===== config.mk =====
export PLATFORM = sky130hd
export DESIGN_NAME = pgm_cycle_ctl
export DESIGN_NICKNAME = d
export VERILOG_FILES = /design/src/rtl/pgm_cycle_pkg.sv /design/src/rtl/pgm_cycle_fsm.sv /design/src/rtl/pgm_cycle_array.sv /design/src/rtl/pgm_cycle_ctl.sv
export SDC_FILE = /design/constraint.sdc
export NUM_CORES = 1
export LEC_CHECK = 0
export BUFFER_PORTS_ARGS = -buffer_cell sky130_fd_sc_hd__buf_4
export CORE_ASPECT_RATIO = 1.75
export CORE_UTILIZATION = 46
export DETAILED_ROUTE_END_ITERATION = 7
export PLACE_DENSITY = 0.69
export RECOVER_POWER = 50
export SYNTH_ARGS = -nofsm -noshare
export SYNTH_HDL_FRONTEND = slang
export SYNTH_SLANG_ARGS = --single-unit

===== constraint.sdc =====
create_clock -name clk -period 3 [get_ports clk]
set_input_delay 0.6 -clock clk [delete_from_list [all_inputs] [get_ports clk]]
set_output_delay 0.6 -clock clk [all_outputs]
set_load 0.05 [all_outputs]

===== src/rtl/pgm_cycle_pkg.sv =====
package pgm_cycle_pkg;

  typedef enum logic [1:0] {
    OP_ERASE     = 2'd0,
    OP_WRITE     = 2'd1,
    OP_ERASE_ALL = 2'd2,
    OP_WRITE_ALL = 2'd3
  } pgmOp_e;

  // Strobes from control to the array datapath
  typedef struct packed {
    logic capture;    // latch address, data and organisation
    logic clearWord;  // addressed word to all ones
    logic loadWord;   // addressed word takes the data
    logic setAll;     // whole array to all ones
    logic maskAll;    // every word ANDed with the data
  } pgmStrobe_t;

endpackage


===== src/rtl/pgm_cycle_fsm.sv =====
module pgm_cycle_fsm
  import pgm_cycle_pkg::*;
#(
  parameter int TWP_CYCLES = 16
) (
  input  logic       clk,
  input  logic       rst_n,
  input  logic       sLevel,
  input  logic       sclkRise,
  input  logic       startBit,
  input  logic       reqValid,
  input  pgmOp_e     reqOp,
  output logic       busy,
  output logic       done,
  output logic       reqReject,
  output logic       statusOn,
  output pgmStrobe_t strobe
);

  localparam int CNT_W     = $clog2(TWP_CYCLES + 1);
  localparam int ERASE_END = TWP_CYCLES / 2;

  logic             sPrev;
  logic             pending;
  pgmOp_e           opQ;
  logic             busyQ;
  logic [CNT_W-1:0] cnt;
  logic             statusQ;
  logic             doneQ;
  logic             rejQ;

  logic sFall;
  logic launch;
  logic lastTick;
  logic eraseTick;
  logic accept;

  assign sFall     = sPrev & ~sLevel;
  assign accept    = reqValid & ~busyQ;
  assign launch    = pending & sFall & ~busyQ;
  assign lastTick  = busyQ && (cnt == CNT_W'(TWP_CYCLES - 1));
  assign eraseTick = busyQ && (cnt == CNT_W'(ERASE_END - 1)) && (opQ == OP_WRITE);

  always_comb begin
    strobe           = '0;
    strobe.capture   = accept;
    strobe.clearWord = eraseTick | (lastTick & (opQ == OP_ERASE));
    strobe.loadWord  = lastTick & (opQ == OP_WRITE);
    strobe.setAll    = lastTick & (opQ == OP_ERASE_ALL);
    strobe.maskAll   = lastTick & (opQ == OP_WRITE_ALL);
  end

  always_ff @(posedge clk or negedge rst_n) begin
    if (!rst_n) begin
      sPrev   <= 1'b0;
      pending <= 1'b0;
      opQ     <= OP_ERASE;
      busyQ   <= 1'b0;
      cnt     <= '0;
      statusQ <= 1'b0;
      doneQ   <= 1'b0;
      rejQ    <= 1'b0;
    end else begin
      sPrev <= sLevel;
      doneQ <= lastTick;
      rejQ  <= reqValid & busyQ;

      // pending request: capture, launch or cancel on a stray serial edge
      if (accept) begin
        pending <= 1'b1;
        opQ     <= reqOp;
      end else if (launch) begin
        pending <= 1'b0;
      end else if (pending && sclkRise) begin
        pending <= 1'b0;
      end

      // self-timed cycle counter
      if (launch) begin
        busyQ <= 1'b1;
        cnt   <= '0;
      end else if (lastTick) begin
        busyQ <= 1'b0;
        cnt   <= '0;
      end else if (busyQ) begin
        cnt <= cnt + 1'b1;
      end

      // status visibility on the serial output
      if (launch) begin
        statusQ <= 1'b1;
      end else if (statusQ && !busyQ && (sFall || startBit)) begin
        statusQ <= 1'b0;
      end
    end
  end

  assign busy      = busyQ;
  assign done      = doneQ;
  assign reqReject = rejQ;
  assign statusOn  = statusQ;

endmodule


===== src/rtl/pgm_cycle_array.sv =====
module pgm_cycle_array
  import pgm_cycle_pkg::*;
#(
  parameter int BYTE_W    = 8,
  parameter int NUM_BYTES = 32
) (
  input  logic                         clk,
  input  logic                         rst_n,
  input  pgmStrobe_t                   strobe,
  input  logic                         orgWide,
  input  logic [$clog2(NUM_BYTES)-1:0] reqAddr,
  input  logic [2*BYTE_W-1:0]          reqData,
  input  logic [$clog2(NUM_BYTES)-1:0] rdAddr,
  output logic [2*BYTE_W-1:0]          rdData
);

  localparam int ADDR_W = $clog2(NUM_BYTES);
  localparam int WORD_W = 2 * BYTE_W;

  logic [BYTE_W-1:0] memQ [NUM_BYTES];
  logic [ADDR_W-1:0] capAddr;
  logic [WORD_W-1:0] capData;
  logic              capWide;

  logic [NUM_BYTES-1:0] hit;
  logic [BYTE_W-1:0]    laneByte [NUM_BYTES];

  for (genvar g = 0; g < NUM_BYTES; g++) begin : g_lane
    localparam logic [ADDR_W-1:0] BYTE_IDX = ADDR_W'(g);
    assign hit[g] = capWide ? (BYTE_IDX[ADDR_W-1:1] == capAddr[ADDR_W-2:0])
                            : (BYTE_IDX == capAddr);
    if (g % 2 == 1) begin : g_odd
      assign laneByte[g] = capWide ? capData[WORD_W-1:BYTE_W] : capData[BYTE_W-1:0];
    end else begin : g_even
      assign laneByte[g] = capData[BYTE_W-1:0];
    end
  end

  always_ff @(posedge clk or negedge rst_n) begin
    if (!rst_n) begin
      for (int i = 0; i < NUM_BYTES; i++) memQ[i] <= '1;
      capAddr <= '0;
      capData <= '0;
      capWide <= 1'b0;
    end else begin
      if (strobe.capture) begin
        capAddr <= reqAddr;
        capData <= reqData;
        capWide <= orgWide;
      end
      for (int i = 0; i < NUM_BYTES; i++) begin
        if (strobe.setAll) begin
          memQ[i] <= '1;
        end else if (strobe.maskAll) begin
          memQ[i] <= memQ[i] & laneByte[i];
        end else if (hit[i]) begin
          if (strobe.clearWord)     memQ[i] <= '1;
          else if (strobe.loadWord) memQ[i] <= laneByte[i];
        end
      end
    end
  end

  logic [ADDR_W-1:0] loIdx;
  logic [ADDR_W-1:0] hiIdx;

  assign loIdx = {rdAddr[ADDR_W-2:0], 1'b0};
  assign hiIdx = {rdAddr[ADDR_W-2:0], 1'b1};

  always_comb begin
    if (orgWide) rdData = {memQ[hiIdx], memQ[loIdx]};
    else         rdData = {{BYTE_W{1'b0}}, memQ[rdAddr]};
  end

endmodule


===== src/rtl/pgm_cycle_ctl.sv =====
module pgm_cycle_ctl
  import pgm_cycle_pkg::*;
#(
  parameter int BYTE_W     = 8,
  parameter int NUM_BYTES  = 32,
  parameter int TWP_CYCLES = 16
) (
  input  logic        clk,
  input  logic        rst_n,
  input  logic        sLevel,
  input  logic        sclkRise,
  input  logic        startBit,
  input  logic        orgWide,
  input  logic        reqValid,
  input  logic [1:0]  reqOp,
  input  logic [4:0]  reqAddr,
  input  logic [15:0] reqData,
  input  logic [4:0]  rdAddr,
  output logic [15:0] rdData,
  output logic        qOut,
  output logic        qDrive,
  output logic        busy,
  output logic        done,
  output logic        reqReject
);

  pgmStrobe_t strobeBus;
  logic       statusOn;

  pgm_cycle_fsm #(.TWP_CYCLES(TWP_CYCLES)) u_fsm (
    .clk       (clk),
    .rst_n     (rst_n),
    .sLevel    (sLevel),
    .sclkRise  (sclkRise),
    .startBit  (startBit),
    .reqValid  (reqValid),
    .reqOp     (pgmOp_e'(reqOp)),
    .busy      (busy),
    .done      (done),
    .reqReject (reqReject),
    .statusOn  (statusOn),
    .strobe    (strobeBus)
  );

  pgm_cycle_array #(.BYTE_W(BYTE_W), .NUM_BYTES(NUM_BYTES)) u_array (
    .clk     (clk),
    .rst_n   (rst_n),
    .strobe  (strobeBus),
    .orgWide (orgWide),
    .reqAddr (reqAddr),
    .reqData (reqData),
    .rdAddr  (rdAddr),
    .rdData  (rdData)
  );

  assign qDrive = sLevel & statusOn;
  assign qOut   = qDrive & ~busy;

endmodule


==> metrics.csv, run 1 <==
stage,metric,value,unit
status,status,"finished, violations left",
status,failing checks,"capacitance limit, slew limit",
drt,met3 WL,3718,um
drt,vias,13880,
worst_hold_path,worst hold path class,in -> reg,
worst_setup_path,cells on worst reg2reg path,5,
synthesis,Synth area leader,dfstp_2,
grt,GRT Total Usage,30.12,%
pwr,Cell Pwr Density,877.5,mW/mm^2
clock_network,CTS Hold Bufs,0,
synthesis,YS warnings,0,
pwr,clock network fraction of total power,23.1,%
layout,post-layout util,53.59,%
clock_network,Root Driver,clkbuf_16,
die,Starting Density,46.84,%
synthesis,Syn Inst Count,1530,
worst_setup_path,Top delay family on crit path,compound AO/OA/AOI/OAI gates,
layout,layout cells sized above 1,42.39,%
clock_network,CTS Buf Count,28,
drt,initial DRC count,1384,
layout,Post-Layout Inst Area,0.01937,mm^2
layout,"leading cell type in the layout, fill and taps excluded",o21ai_0,
synthesis,largest family of logic cells by synthesized area,compound AO/OA/AOI/OAI gates,
worst_setup_path,CP required,2.40,ns
place,routability cong.,0.9019,
timing,measured slew at the worst slew-check pin,2.228,ns
layout,Layout Cells excl Fill,2086,
worst_setup_path,WP data arrival,2.37,ns
grt,vias in the first global route,13990,
timing,Max Slew Vio Count,88,
drt,DRC Markers,0,
die,Top Ports,56,
layout,antenna diode count,0,
die,total core area,0.03614,mm^2
synthesis,#FFs+latches synth,291,
drt,post-route ant nets,0,
place,post-DP HPWL,37250,um
grt,largest net degree at the start of global routing,88,
synthesis,Avg Inst Size Synth,11.06,um^2
pwr,combinational power share,35.1,%
synthesis,ys flop type,dfstp_2,
synthesis,Mapped Area,0.01693,mm^2
timing,final hold vios,0,
clock_network,CTS Sinks,291,
grt,final global-route overflow total,0,
die,Row Count,92,
timing,Setup Skew,0.008707,ns
timing,Final Setup Violations,0,
synthesis,post-synthesis sequential area ratio,44.91,%
drt,"wirelength, routed",56490,um
drt,met1 wire length,19690,um
drt,DR vias/cell,6.654,
pwr,Peak VDD IR,0.6425,mV
worst_setup_path,CP Cell Sequence,mux4_2 > nor2b_1 > o31ai_1 > a21oi_1 > a311o_1 > buf_6,
place,pre-CTS setup slack,-0.1915,ns
grt,initial antenna violation count,0,
synthesis,xor/xnor cell area share of the yosys netlist,0.05174,%
synthesis,post-synthesis mux area share,20.50,%
synthesis,Synth area leaders,"dfstp_2, mux4_2, o21ai_0",
worst_setup_path,"Slowest-stage cell, CP",mux4_2,
worst_setup_path,startpoint type of the worst setup path,flop,
synthesis,area share of fa/ha/maj cells after synthesis,0.07391,%
worst_setup_path,slowest cell delay on critical path,0.44,ns
drt,wire per inst,27.08,um
clock_network,worst skew pair latency,0.57,ns
synthesis,Simple-Gate Fraction of Synth Area,6.135,%
drt,metal2 WL,27600,um
timing,Rel. slew slack,-48.52,%
pwr,leakage power,7.183,nW
job,max cap viols,1,
synthesis,library cells used by synthesis,73,
place,Port-buffer cells,55,
synthesis,Synth top area share,39.73,%
pwr,Reg power frac,41.9,%
die,DIE AREA,0.03760,mm^2
clock_network,H-Tree Depth,1,
drt,TritonRoute pass-1 iters,7,
worst_setup_path,Critical Path Fanout Max,3,
worst_setup_path,buffers and inverters on the worst path,1,
timing,RSZ-0062 raised after global routing,true,
die,die height,255.8,um
drt,Top Layer Used,met4,
worst_hold_path,hold depth,1,
pwr,Int Power,10.51,mW
timing,post-route setup slack,0.02626,ns
pwr,Tot Pwr,17.00,mW
place,dpl cells,2027,
clock_network,CTS tree,done,
worst_setup_path,critical path capture point type,primary output,
layout,most frequent cells in the layout,"o21ai_0, dfstp_2, buf_4",
layout,number of nets in the layout,1631,
place,placed cell areas,0.01820,mm^2
clock_network,clock-pin slew on the worst setup and hold paths,0.07,ns
layout,Layout area overhead,14.41,%
clock_network,Longest Clk Path Bufs,3,
worst_setup_path,Setup CP Type,reg -> out,
pwr,Sw Ratio,38.14,%
pwr,net switching power,6.483,mW
synthesis,fraction of registers with async set/reset,100.0,%
synthesis,Post-synth EDFFs,0,
timing,Setup TNS,0,ns
timing,post-layout minimum cycle time,2.974,ns
timing,hold slack,0.1715,ns
synthesis,Compound-Gate Fraction of Synth Area,22.90,%
grt,first-pass GRT wire length,85040,um
timing,fmax,336.3,MHz
worst_setup_path,Crit path depth,6,
timing,period utilization,99.12,%
synthesis,syn nets,1566,
die,die width,147.0,um
## metal layers
| metal | track usage (%) | vias to the layer above |
|---|---|---|
| li1 | - | 5951 |
| met1 | 33.71 | 7020 |
| met2 | 49.99 | 683 |
| met3 | 4.635 | 227 |
| met4 | 25.77 | 0 |
| met5 | 0 | - |
## layout make-up
cell class | count | area, um^2
Timing Repair Buffer | 189 | 1667
Clock inverter | 14 | 183.9
Multi-Input combinational cell | 1073 | 8456
Inverter | 12 | 45.04
Tap cell | 470 | 588.1
Sequential cell | 291 | 7602
Clock buffer | 37 | 827.0
Fill cell | 3160 | 16780
## repair_timing
action | CTS | global route
endpoints found under the setup margin | 16 | 14
pin swaps | 1 | 4
cloned | 2 | 2
buffers inserted | 2 | 2
gates resized for setup | 18 | 11
endpoints found under the hold margin | 0 | 0
## path summary, 6_finish.rpt
| path | from | end | slack [ns] |
|---|---|---|---|
| max | u_array.memQ[106]$_DFFE_PN1P_ | rdData[2] | 0.03 |
| min | sLevel | u_fsm.sPrev$_DFF_PN0_ | 0.17 |
| max reg2reg | u_array.capAddr[1]$_DFFE_PN0P_ | u_array.memQ[41]$_DFFE_PN1P_ | 0.31 |
| min reg2reg | u_array.memQ[147]$_DFFE_PN1P_ | u_array.memQ[147]$_DFFE_PN1P_ | 0.49 |
| max in group asynchronous | rst_n | u_array.memQ[243]$_DFFE_PN1P_ | 0.49 |
| min in group asynchronous | rst_n | u_array.capAddr[4]$_DFFE_PN0P_ | 0.69 |
## Yosys cell counts, types with 12 or more instances
cell type and count:
o21ai_0 444, o22ai_1 21, dfrtp_1 35, clkbuf_1 57
o21ai_2 14, a211oi_1 16, dfstp_2 256, mux2i_1 61
nor2b_1 18, o21ai_1 56, mux4_2 111, buf_6 17
a22o_1 16, inv_1 12, o31ai_1 19, mux2_2 32
nor2_1 25, nand2_1 65, buf_4 28, clkbuf_2 20
nand2b_1 12, a21oi_1 33, buf_2 30, and2_1 13
## power by group through the flow
stage	sequential [mW]	combinational (mW)	clock, mW
after floorplan	6.27	4.61	0
after global placement	7.01	5.70	0
after detailed placement	7.09	5.85	0
after CTS	7.04	5.90	3.96
after global routing	7.24	6.49	4.10
final	7.11	5.96	3.92
## flip-flops by register name (all words and copies together) (netlist names)
signal	flops
u_array.memQ	256
u_array.capData	16
u_array.capAddr	5
u_fsm.cnt	5
u_fsm.opQ	2
u_array.capWide	1
u_fsm.busy	1
u_fsm.done	1
u_fsm.pending	1
u_fsm.reqReject	1
u_fsm.sPrev	1
u_fsm.statusOn	1
## cell families after synthesis
logic type | after synthesis
compound gates | 676
xor+xnor | 1
fa+ha+maj | 1
buf+inv | 166
flops | 291
mux | 204
simple gates | 191
## worst register-to-register path, stage by stage (launching register included)
cell,delay [ns]
dfrtp_1,0.75
nand3b_1,0.30
o22ai_1,0.17
o21ai_2,1.08
o21ai_0,0.18
o21ai_0,0.13
No activity file was read; power rests on OpenSTA's default activity.
==> run 2: changes to the inputs <==
--- a/config.mk
+++ b/config.mk
@@ -11,6 +11,7 @@
 export DETAILED_ROUTE_END_ITERATION = 7
 export PLACE_DENSITY = 0.69
 export RECOVER_POWER = 50
+export REMOVE_ABC_BUFFERS = 1
 export SYNTH_ARGS = -nofsm -noshare
 export SYNTH_HDL_FRONTEND = slang
 export SYNTH_SLANG_ARGS = --single-unit
==> run 2 against run 1 <==
Effect of this change:
- the run still ends with capacitance limit, slew limit left
- routed wire length down 3.6%
- core utilization is 0.30 points lower
- die area unchanged
- final cell count is 0.48% lower
- count of clock-buffer cells in the layout fell by 1
- non-clock buffer count is 10 lower
- first-iteration DRC count up 0.22%
- total power down 0.79%
- setup slack got worse by 0.018 ns
- combinational power shrank 2%
- via count is 0.43% lower
- highest routed layer unchanged
==> metrics.csv, run 2 (synthesis results as in run 1) <==
stage,metric,value,unit
status,status,"finished, violations left",
status,failing checks,"capacitance limit, slew limit",
die,Row Count,92,
timing,final hold vios,0,
layout,max reg flops,256,
clock_network,CTS Buf Count,28,
clock_network,H-Tree Depth,1,
clock_network,CTS tree,done,
drt,DRC Markers,0,
timing,period utilization,99.72,%
timing,hold slack,0.1787,ns
die,DIE AREA,0.03760,mm^2
drt,vias,13820,
grt,first-pass GRT wire length,83700,um
drt,TritonRoute pass-1 iters,7,
grt,met3 track demand over resource,5.330,%
drt,"wirelength, routed",54440,um
clock_network,# Post-CTS Setup Buffers,0,
die,Top Ports,56,
clock_network,Root Driver,clkbuf_16,
pwr,Peak VDD IR,0.5239,mV
clock_network,worst skew pair latency,0.57,ns
worst_setup_path,startpoint type of the worst setup path,input port,
layout,layout cells sized above 1,41.56,%
timing,fmax,334.3,MHz
worst_setup_path,CP required,2.40,ns
worst_setup_path,critical path capture point type,primary output,
pwr,leakage power,7.120,nW
worst_setup_path,Critical Path Fanout Max,12,
layout,most frequent cells in the layout,"o21ai_0, dfstp_2, buf_4",
grt,largest net degree at the start of global routing,83,
grt,GRT Total Usage,29.40,%
pwr,Cell Pwr Density,875.6,mW/mm^2
drt,wire per inst,26.22,um
grt,vias in the first global route,14130,
die,die width,147.0,um
clock_network,Longest Clk Path Bufs,3,
timing,Setup Skew,0.008231,ns
timing,RSZ-0062 raised after global routing,true,
timing,Max Slew Vio Count,83,
die,Starting Density,46.84,%
timing,Rel. slew slack,-43.49,%
place,Port-buffer cells,55,
die,total core area,0.03614,mm^2
pwr,Tot Pwr,16.86,mW
drt,DR vias/cell,6.658,
drt,initial DRC count,1387,
place,routability cong.,0.9073,
grt,met1 usage,35.26,%
drt,post-route ant nets,0,
worst_hold_path,worst hold path class,in -> reg,
layout,number of nets in the layout,1621,
layout,Top Registers,"u_array.memQ x256, u_array.capData x16",
worst_setup_path,CP Cell Sequence,buf_12 > buf_12 > mux4_2 > mux4_2 > nand2_1 > nand3_1 > buf_6,
place,post-DP HPWL,36070,um
layout,Layout area overhead,13.76,%
worst_setup_path,Setup CP Type,in -> out,
grt,final global-route overflow total,0,
grt,initial antenna violation count,0,
timing,measured slew at the worst slew-check pin,2.152,ns
worst_setup_path,WP data arrival,2.39,ns
timing,Final Setup Violations,0,
grt,GRT Max-Usage Layer,met2,
worst_setup_path,"Slowest-stage cell, CP",mux4_2,
clock_network,CTS Sinks,291,
layout,Reg with most FFs,u_array.memQ,
grt,GR Layer Usage met2,45.76,%
timing,post-layout minimum cycle time,2.992,ns
layout,"leading cell type in the layout, fill and taps excluded",o21ai_0,
job,max cap viols,1,
clock_network,clock-pin slew on the worst setup and hold paths,0.06,ns
die,die height,255.8,um
worst_setup_path,slowest cell delay on critical path,0.51,ns
-- run 2: worst max-delay path, delay by kind of cell --
kind	cells	cell delay, ns
mux	2	0.97
buf+inv	3	0.54
simple gates	2	0.25
-- run 2: repair_timing --
item                                    in CTS  in global routing
gates cloned                                 1                  2
resized for setup                            9                 10
hold buffers                                 0                  0
endpoints found under the setup margin      15                  9
pin swaps                                    2                  6
-- run 2: layout make-up --
type	instances	area [um^2]
antenna	1	2.502
clock buffer	36	803.3
clock inverter	14	207.7
fill	3111	16890
inverter	12	45.04
multi-input combinational	1073	8438
sequential	291	7602
tap	470	588.1
timing repair buffer	179	1572
-- run 2: routing by layer --
metal | vias to the layer above | wire (um)
li1 | 5934 | -
met3 | 225 | 4523
met2 | 738 | 25410
met4 | 0 | 5311
met1 | 6924 | 19190
met5 | - | 0
-- run 2: through the flow --
step | instances | TNS (ns) | setup slack (ns) | utilization, % | instance area, um^2
6_report | 2076 | 0 | 0.008494 | 53.28 | 19260
5_1_grt | 2075 | -0.01439 | -0.01439 | 53.27 | 19260
4_1_cts | 2073 | 0 | 0.002762 | 53.32 | 19270
3_5_place_dp | 2022 | -0.6409 | -0.08529 | 50.35 | 18200
3_3_place_gp | 2022 | -0.6181 | -0.1019 | 50.35 | 18200
2_1_floorplan | 1376 | 0 | 0.2350 | - | 16060
-- run 2: final timing paths --
path                                          startpoint                             end  slack, ns  cells past startpoint
setup / recovery                               rdAddr[0]                       rdData[1]      0.008                      7
hold / removal                                    sLevel           u_fsm.sPrev$_DFF_PN0_       0.18                      1
setup reg to reg                u_fsm.cnt[0]$_DFFE_PN0P_   u_array.memQ[223]$_DFFE_PN1P_       0.24                      6
hold reg to reg            u_array.memQ[146]$_DFFE_PN1P_   u_array.memQ[146]$_DFFE_PN1P_       0.50                      2
max in group asynchronous                          rst_n  u_array.capData[7]$_DFFE_PN0P_       0.39                      2
min in group asynchronous                          rst_n  u_array.capData[1]$_DFFE_PN0P_       0.69                      1
-- run 2: report_power, final --
group | switching [mW] | leakage, nW | internal (mW)
logic | 3.36 | 3.53 | 2.50
clock network | 1.59 | 0.494 | 2.32
registers | 1.38 | 3.09 | 5.70
